<file path="config.mk">
export PLATFORM = sky130hd
export DESIGN_NAME = awd_window_monitor
export DESIGN_NICKNAME = d
export VERILOG_FILES = /design/src/rtl/awd_pkg.sv /design/src/rtl/awd_dp.sv /design/src/rtl/awd_ctrl.sv /design/src/rtl/awd_window_monitor.sv
export SDC_FILE = /design/constraint.sdc
export NUM_CORES = 1
export LEC_CHECK = 0
export BUFFER_PORTS_ARGS = -buffer_cell sky130_fd_sc_hd__buf_4
export CAP_MARGIN = 20
export CORE_ASPECT_RATIO = 2
export CORE_MARGIN = 10
export CORE_UTILIZATION = 50
export CTS_CLUSTER_DIAMETER = 50
export DETAILED_ROUTE_END_ITERATION = 8
export PLACE_DENSITY = 0.88
export SYNTH_ARGS = -nofsm -noshare
export SYNTH_HDL_FRONTEND = slang
export SYNTH_SLANG_ARGS = --single-unit
</file>
<file path="constraint.sdc">
create_clock -name clk -period 2.9 [get_ports clk]
set_clock_uncertainty 0.1 [all_clocks]
set_input_delay 0.145 -clock clk [delete_from_list [all_inputs] [get_ports clk]]
set_output_delay 0.145 -clock clk [all_outputs]
set_load 0.01 [all_outputs]
</file>
<file path="src/rtl/awd_pkg.sv">
package awd_pkg;
  localparam int DATA_W = 12;
  localparam int CHAN_W = 5;

  typedef enum logic [2:0] {
    OP_NOP    = 3'd0,
    OP_SINGLE = 3'd1,
    OP_GROUP  = 3'd2,
    OP_OFF    = 3'd3,
    OP_THRESH = 3'd4,
    OP_CLEAR  = 3'd5,
    OP_IRQ    = 3'd6,
    OP_RSVD   = 3'd7
  } awd_op_e;

  typedef struct packed {
    logic loadThresh;
    logic sample;
  } awd_strobe_t;
endpackage

</file>
<file path="src/rtl/awd_dp.sv">
module awd_dp
  import awd_pkg::*;
#(
  parameter int DW = DATA_W
) (
  input  logic              clk,
  input  logic              rstN,
  input  awd_strobe_t       strobe,
  input  logic [DW-1:0]     newLo,
  input  logic [DW-1:0]     newHi,
  input  logic [DW-1:0]     resData,
  output logic              hit
);
  localparam logic [DW-1:0] LO_RESET = '0;
  localparam logic [DW-1:0] HI_RESET = '1;

  logic [DW-1:0] loQ;
  logic [DW-1:0] hiQ;
  logic          belowLo;
  logic          aboveHi;

  always_ff @(posedge clk or negedge rstN) begin
    if (!rstN) begin
      loQ <= LO_RESET;
      hiQ <= HI_RESET;
    end else if (strobe.loadThresh) begin
      loQ <= newLo;
      hiQ <= newHi;
    end
  end

  always_comb begin
    belowLo = resData < loQ;
    aboveHi = resData > hiQ;
    hit     = strobe.sample && (belowLo || aboveHi);
  end
endmodule

</file>
<file path="src/rtl/awd_ctrl.sv">
module awd_ctrl
  import awd_pkg::*;
#(
  parameter int CW = CHAN_W
) (
  input  logic          clk,
  input  logic          rstN,
  input  logic          cmdValid,
  input  logic [2:0]    cmdOp,
  input  logic [CW-1:0] cmdChan,
  input  logic [1:0]    cmdGroup,
  input  logic          resValid,
  input  logic [CW-1:0] resChan,
  input  logic          resInserted,
  input  logic          hit,
  output awd_strobe_t   strobe,
  output logic          evtFlag,
  output logic          irq,
  output logic          regEn,
  output logic          insEn,
  output logic          singleMode,
  output logic [CW-1:0] chanSel
);
  awd_op_e op;
  logic    groupOk;
  logic    chanOk;
  logic    clearReq;
  logic    irqEn;

  always_comb begin
    op       = awd_op_e'(cmdOp);
    groupOk  = resInserted ? insEn : regEn;
    chanOk   = !singleMode || (resChan == chanSel);
    clearReq = cmdValid && (op == OP_CLEAR);
    strobe.sample     = resValid && groupOk && chanOk;
    strobe.loadThresh = cmdValid && (op == OP_THRESH);
  end

  always_ff @(posedge clk or negedge rstN) begin
    if (!rstN) begin
      regEn      <= 1'b0;
      insEn      <= 1'b0;
      singleMode <= 1'b0;
      chanSel    <= '0;
      irqEn      <= 1'b0;
    end else if (cmdValid) begin
      case (op)
        OP_SINGLE: begin
          regEn      <= 1'b1;
          insEn      <= 1'b1;
          singleMode <= 1'b1;
          chanSel    <= cmdChan;
        end
        OP_GROUP: begin
          regEn      <= cmdGroup[0];
          insEn      <= cmdGroup[1];
          singleMode <= 1'b0;
        end
        OP_OFF: begin
          regEn      <= 1'b0;
          insEn      <= 1'b0;
          singleMode <= 1'b0;
          chanSel    <= '0;
        end
        OP_IRQ:  irqEn <= cmdGroup[0];
        default: ;
      endcase
    end
  end

  always_ff @(posedge clk or negedge rstN) begin
    if (!rstN)         evtFlag <= 1'b0;
    else if (hit)      evtFlag <= 1'b1;
    else if (clearReq) evtFlag <= 1'b0;
  end

  assign irq = evtFlag && irqEn;
endmodule

</file>
<file path="src/rtl/awd_window_monitor.sv">
module awd_window_monitor
  import awd_pkg::*;
#(
  parameter int DW = DATA_W,
  parameter int CW = CHAN_W
) (
  input  logic          clk,
  input  logic          rstN,
  input  logic          cmdValid,
  input  logic [2:0]    cmdOp,
  input  logic [CW-1:0] cmdChan,
  input  logic [1:0]    cmdGroup,
  input  logic [DW-1:0] cmdLo,
  input  logic [DW-1:0] cmdHi,
  input  logic          resValid,
  input  logic [DW-1:0] resData,
  input  logic [CW-1:0] resChan,
  input  logic          resInserted,
  output logic          evtFlag,
  output logic          irq,
  output logic          regEn,
  output logic          insEn,
  output logic          singleMode,
  output logic [CW-1:0] chanSel
);
  awd_strobe_t strobe;
  logic        evtHit;

  awd_ctrl #(.CW(CW)) u_ctrl (
    .clk(clk), .rstN(rstN), .cmdValid(cmdValid), .cmdOp(cmdOp),
    .cmdChan(cmdChan), .cmdGroup(cmdGroup), .resValid(resValid),
    .resChan(resChan), .resInserted(resInserted), .hit(evtHit),
    .strobe(strobe), .evtFlag(evtFlag), .irq(irq), .regEn(regEn),
    .insEn(insEn), .singleMode(singleMode), .chanSel(chanSel)
  );

  awd_dp #(.DW(DW)) u_dp (
    .clk(clk), .rstN(rstN), .strobe(strobe), .newLo(cmdLo),
    .newHi(cmdHi), .resData(resData), .hit(evtHit)
  );
endmodule

</file>
# Yosys cells after proc, flatten, opt, wreduce, memory -nomap -nowiden
# Cells that the tools add are included.
[word_totals] ff_bits=34 output_inout_bits=10 elab_cells=42
[op_classes] order_cmp=2 eq_ne=7 n_mux=7 n_reduce_logical=18
[ops] operator="greater-than comparator 12 bit" count=1
[ops] operator="< comparator 12 bit" count=1
[ops] operator="one-hot mux 5 bit (2 select lines)" count=1
[ops] operator="equality test 3 bit (second input constant)" count=3
[ops] operator="AND reduction 2 bit" count=4
[ops] operator="equality test 3 x 2 -> 1 bit (second input constant)" count=2
[ops] operator="logical AND 1 bit" count=6
[ops] operator="one-hot mux 1 bit (3 select lines)" count=2
[ops] operator="nonzero test 2 bit" count=3
[ops] operator="equality test 5 bit" count=1
[ops] operator="equality test 3 x 1 -> 1 bit (second input constant)" count=1
[ops] operator="2-to-1 mux 1 bit" count=3
[ops] operator="nonzero test 3 bit" count=1
[ops] operator="logical OR 1 bit" count=2
[ops] operator="one-hot mux 1 bit (2 select lines)" count=1
[ops] operator="OR reduction 2 bit" count=1
[ops] operator="logical NOT 1 bit" count=1

# Logic depth before layout (Yosys ltp)
[depth] depth_word=5 mapped_depth=7 depth_no_buf=7

# Modules after synthesis
# From an unflattened synthesis, not the netlist that was laid out.
[hier_totals] cells_unflattened=208 area_unflattened_um2=1996.9
[modules_own_cells] module="awd_dp" instances=1 cells_each=155 area_each_um2=1442.6 seq_area_each_um2=615.6
[modules_own_cells] module="awd_ctrl" instances=1 cells_each=53 area_each_um2=554.3 seq_area_each_um2=250.2

# Least setup slack after synthesis
# Ideal clock, no wire load.
[synth_timing] path_kind="reg2reg" start="register u_dp.hiQ[10]" end="register u_ctrl.evtFlag" t_arrival_ns=1.477 slack_ns=1.191 stages_incl_launch_ff=7 path_buffers=0 period_less_slack_ns=1.709 path_cell_list="dfstp_2 -> inv_1 -> ha_1 -> nand4_1 -> or3_1 -> o31ai_1 -> a31oi_1"
[synth_between] elab_chain_cells=4 elab_cells_between_ends=5 classes_between="1 x order compare; 1 x mux; 3 x reduce/logical"
[synth_rtl] item="start: declaration" line_no="awd_dp.sv:18" text="logic [DW-1:0] hiQ;"
[synth_rtl] item="start signal: assignment" line_no="awd_dp.sv:28" text="hiQ <= newHi;"
[synth_rtl] item="greater-than comparator 12 bit *" line_no="awd_dp.sv:34" text="aboveHi = resData > hiQ;"
[synth_rtl] item="logical OR 1 bit *" line_no="awd_dp.sv:35" text="hit = strobe.sample && (belowLo || aboveHi);"
[synth_rtl] item="logical AND 1 bit *" line_no="awd_dp.sv:35"
[synth_rtl] item="2-to-1 mux 1 bit / nonzero test 2 bit (equally long branches)"
[synth_rtl] item="end signal: assignment" line_no="awd_ctrl.sv:72" text="if (!rstN) evtFlag <= 1'b0;"
[synth_rtl] item="end signal: assignment" line_no="awd_ctrl.sv:73" text="else if (hit) evtFlag <= 1'b1;"
[synth_rtl] item="end signal: assignment" line_no="awd_ctrl.sv:74" text="else if (clearReq) evtFlag <= 1'b0;"
[synth_rtl] item="end: declaration" line_no="awd_ctrl.sv:17" text="output logic evtFlag,"
# Mark *: on every way between the ends. The rest lies on a longest branch, timed or not.
# A chain may end at the register's enable or synchronous reset.

# Final worst setup path
# Ends and elaborated chain as after synthesis.

==> metrics.md <==
| Metric | Value |
|---|---|
| Reg area | `865.8 sq um` |
| Worst hold stages | `3` |
| Pwr per Cell Area | `526.2 nW/um^2` |
| Initial antenna violation count | `0` |
| Tot GR Track Use | `15.99%` |
| Share of total power in the clock network | `24.5%` |
| CP Launch Type | `flop` |
| Skew-Pair Late Insertion Delay | `290 ps` |
| RSZ-0062 raised after global routing | `no` |
| Final HPWL DP | `4206 um` |
| Antenna diodes | `0` |
| Share of cells above drive strength 1 | `29.77%` |
| Initial drt markers | `42` |
| Clk buf depth | `2` |
| Final setup vio count | `0` |
| DR vias/cell | `5.169` |
| Syn avg cell area | `9.435 sq um` |
| Register area share after synthesis | `43.91%` |
| Row Count | `32` |
| DRC violation count after routing | `0` |
| Synth warn | `0` |
| Peak VDD IR | `0.0004235 V` |
| Combinational Power Share | `32.2%` |
| FILL cells | `313` |
| Switch share | `30.09%` |
| First-pass GRT wire length | `8921 um` |
| Tcrit/Tclk final | `63.23%` |
| Final Wtd Congestion | `0.8854` |
| Detailed-route via count | `1809` |
| Minimum clock period | `1834 ps` |
| Total clock sinks | `34` |
| Grt ovf | `0` |
| Leakage | `1.344 nW` |
| Synthesized area | `1972 sq um` |
| Synth Net Count | `288` |
| H-tree depth | `2` |
| Port buffer count | `65` |
| Switching pwr | `0.4421 mW` |
| Crit-path slowest cell | `dfstp_2` |
| Area growth syn-to-layout | `41.62%` |
| CTS buffer count | `5` |
| Critical path fanouts, max | `3` |
| Non-Filler Instances | `350` |
| Chip Height | `108.8 um` |
| Max Cap Viol | `0` |
| WL final | `5425 um` |
| Final ANT Viol Nets | `0` |
| CTS tree | `done` |
| Reg power frac | `43.3%` |
| Slew @ Worst Pin | `419.3 ps` |
| Crit path cell chain | `inv_1, ha_1, nand4_1, or3_1, o31ai_1, a31oi_1` |
| P_int | `1.027 mW` |
| Worst r2r path cells | `6` |
| Crit-path max cell delay | `520 ps` |
| WHS | `-0.1561 ps` |
| Slew HR | `72.05%` |
| Final Max Tran Viols | `0` |
| Clock transition at the registers of the reported paths | `70 ps` |
| WS Path Type | `reg -> reg` |
| Clk root buf | `clkbuf_8` |
| Setup TNS | `0 ps` |
| Vias in the first global route | `1970` |
| Violations in the final reports | `negative hold slack` |
| Num ports | `66` |
| Crit. End Element | `flop` |
| Synth unique cells | `32` |
| Cell count after synthesis | `209` |
| Synthesized flop and latch total | `34` |
| Status | `finished with violations` |
| Drt pass-1 iters | `4` |
| Fmax | `0.5454 GHz` |
| Final Hold Vio Count | `1` |
| Setup ws final | `1066 ps` |
| Initial core utilization | `51.30%` |
| Final core occ | `72.66%` |
| Wire per inst | `15.50 um` |
| Critical Path AT | `1900 ps` |
| Core ar. | `3844 sq um` |
| Area of the multi-input gates | `970.9 sq um` |
| Die ar. | `7008 sq um` |
| Post-CTS Setup Bufs | `0` |
| Required @ worst endpoint | `2960 ps` |
| Die X | `64.41 um` |
| Placed insts | `320` |
| Worst slack, placed | `1108 ps` |
| Post-layout net count | `377` |
| Hold WC Path Type | `in -> reg` |
| Largest net degree at the start of global routing | `47` |
what timing repair did:
action                    in CTS  in global routing
gates resized for setup        0                  0
hold buffers                  22                  0
hold endpoints to repair      43                  0
placed cells by master, fill, tap and decap left out, types with 2 or more instances in the layout:
cell type,instances
a211oi_1,2
a21o_1,4
a21oi_1,10
buf_4,66
clkbuf_1,2
clkbuf_8,6
dfrtp_1,22
dfstp_2,12
dlygate4sd3_1,22
ha_1,23
inv_1,23
mux2_2,4
nand2_1,36
nand2b_1,5
nand3_1,3
nand4_1,4
nor2_1,2
nor2b_1,5
o21ai_0,29
o22a_1,2
o31ai_1,2
xnor2_1,3
xor2_1,2
cells in the mapped netlist:
master,n,area share (%)
o31ai_1,2,0.76
clkbuf_2,2,0.51
a211oi_1,2,0.76
dfrtp_1,22,28
o21ai_1,1,0.25
dfstp_2,12,16
nand2_1,36,6.9
nor3b_1,1,0.38
ha_1,23,15
mux2_2,4,2.3
xnor2_1,3,1.3
a21o_1,4,1.5
o21a_1,1,0.38
buf_2,1,0.25
xor2_1,2,0.89
nor2b_1,5,1.6
a21oi_1,10,2.5
o22a_1,2,0.89
nor2_1,2,0.38
nor3_4,1,0.83
nor3_1,1,0.25
and2_1,1,0.32
or3_1,1,0.32
nand4_1,4,1.3
a31oi_1,1,0.32
o21ai_0,29,7.4
o211ai_1,1,0.38
buf_6,3,1.7
nand2b_1,5,1.6
a32oi_1,1,0.44
nand3_1,3,0.76
inv_1,23,4.4
cells by family after synthesis:
logic type	Yosys count	share of synthesized area, %
simple gates	60	14.53
xor+xnor	5	2.221
mux	4	2.284
fa+ha+maj	23	14.59
buf+inv	29	6.852
flops	34	43.91
compound gates	54	15.61
flip-flops by register name (all words and copies together) (netlist names):
name / count
u_ctrl.chanSel: 5
u_ctrl.evtFlag: 1
u_ctrl.insEn: 1
u_ctrl.irqEn: 1
u_ctrl.regEn: 1
u_ctrl.singleMode: 1
u_dp.hiQ: 12
u_dp.loQ: 12
layer usage:
metal	vias to the layer above	track usage, %	part of all wire, %
met3	19	5.344	7.0
met2	69	28.61	52
met5	-	0	0
met1	838	15.30	37
met4	0	9.538	3.9
li1	883	-	-
path summary, 6_finish.rpt:
check / slack [ps] / start / end
min in group asynchronous: 240 / rstN / u_ctrl.chanSel[4]
max in group asynchronous: 2120 / rstN / u_dp.hiQ[7]
setup / recovery: 1070 / u_dp.hiQ[10] / u_ctrl.evtFlag
hold reg to reg: 400 / u_dp.loQ[0] / u_dp.loQ[0]
setup reg to reg: 1070 / u_dp.hiQ[10] / u_ctrl.evtFlag
hold / removal: -0.2 / cmdHi[7] / u_dp.hiQ[7]
metrics by stage:
stage	total power, mW	instance area [sq um]
finish	1.470	2793
global route	1.573	2793
CTS	1.473	2793
detailed placement	1.089	2482
global placement	1.056	2482
floorplan	0.8954	1972
layout make-up:
cell class	count	share of cell area, %
Inverter	23	3.091
Timing Repair Buffer	88	25.63
Multi-Input combinational cell	146	34.77
Sequential cell	34	31.00
Clock buffer	8	3.226
Tap cell	51	2.285
power by group through the flow:
stage | clock network (mW) | logic (mW) | registers [mW]
CTS | 0.361 | 0.476 | 0.636
global placement | 0 | 0.418 | 0.639
detailed placement | 0 | 0.444 | 0.645
global route | 0.389 | 0.537 | 0.647
finish | 0.361 | 0.473 | 0.636
floorplan | 0 | 0.251 | 0.645
worst max-delay path, delay by kind of cell, from the launching register on:
family          cells  cell delay [ps]
compound gates      2              190
buf+inv             1               50
flops               1              520
simple gates        2              560
fa+ha+maj           1              300
No activity file was read; power rests on OpenSTA's default activity.
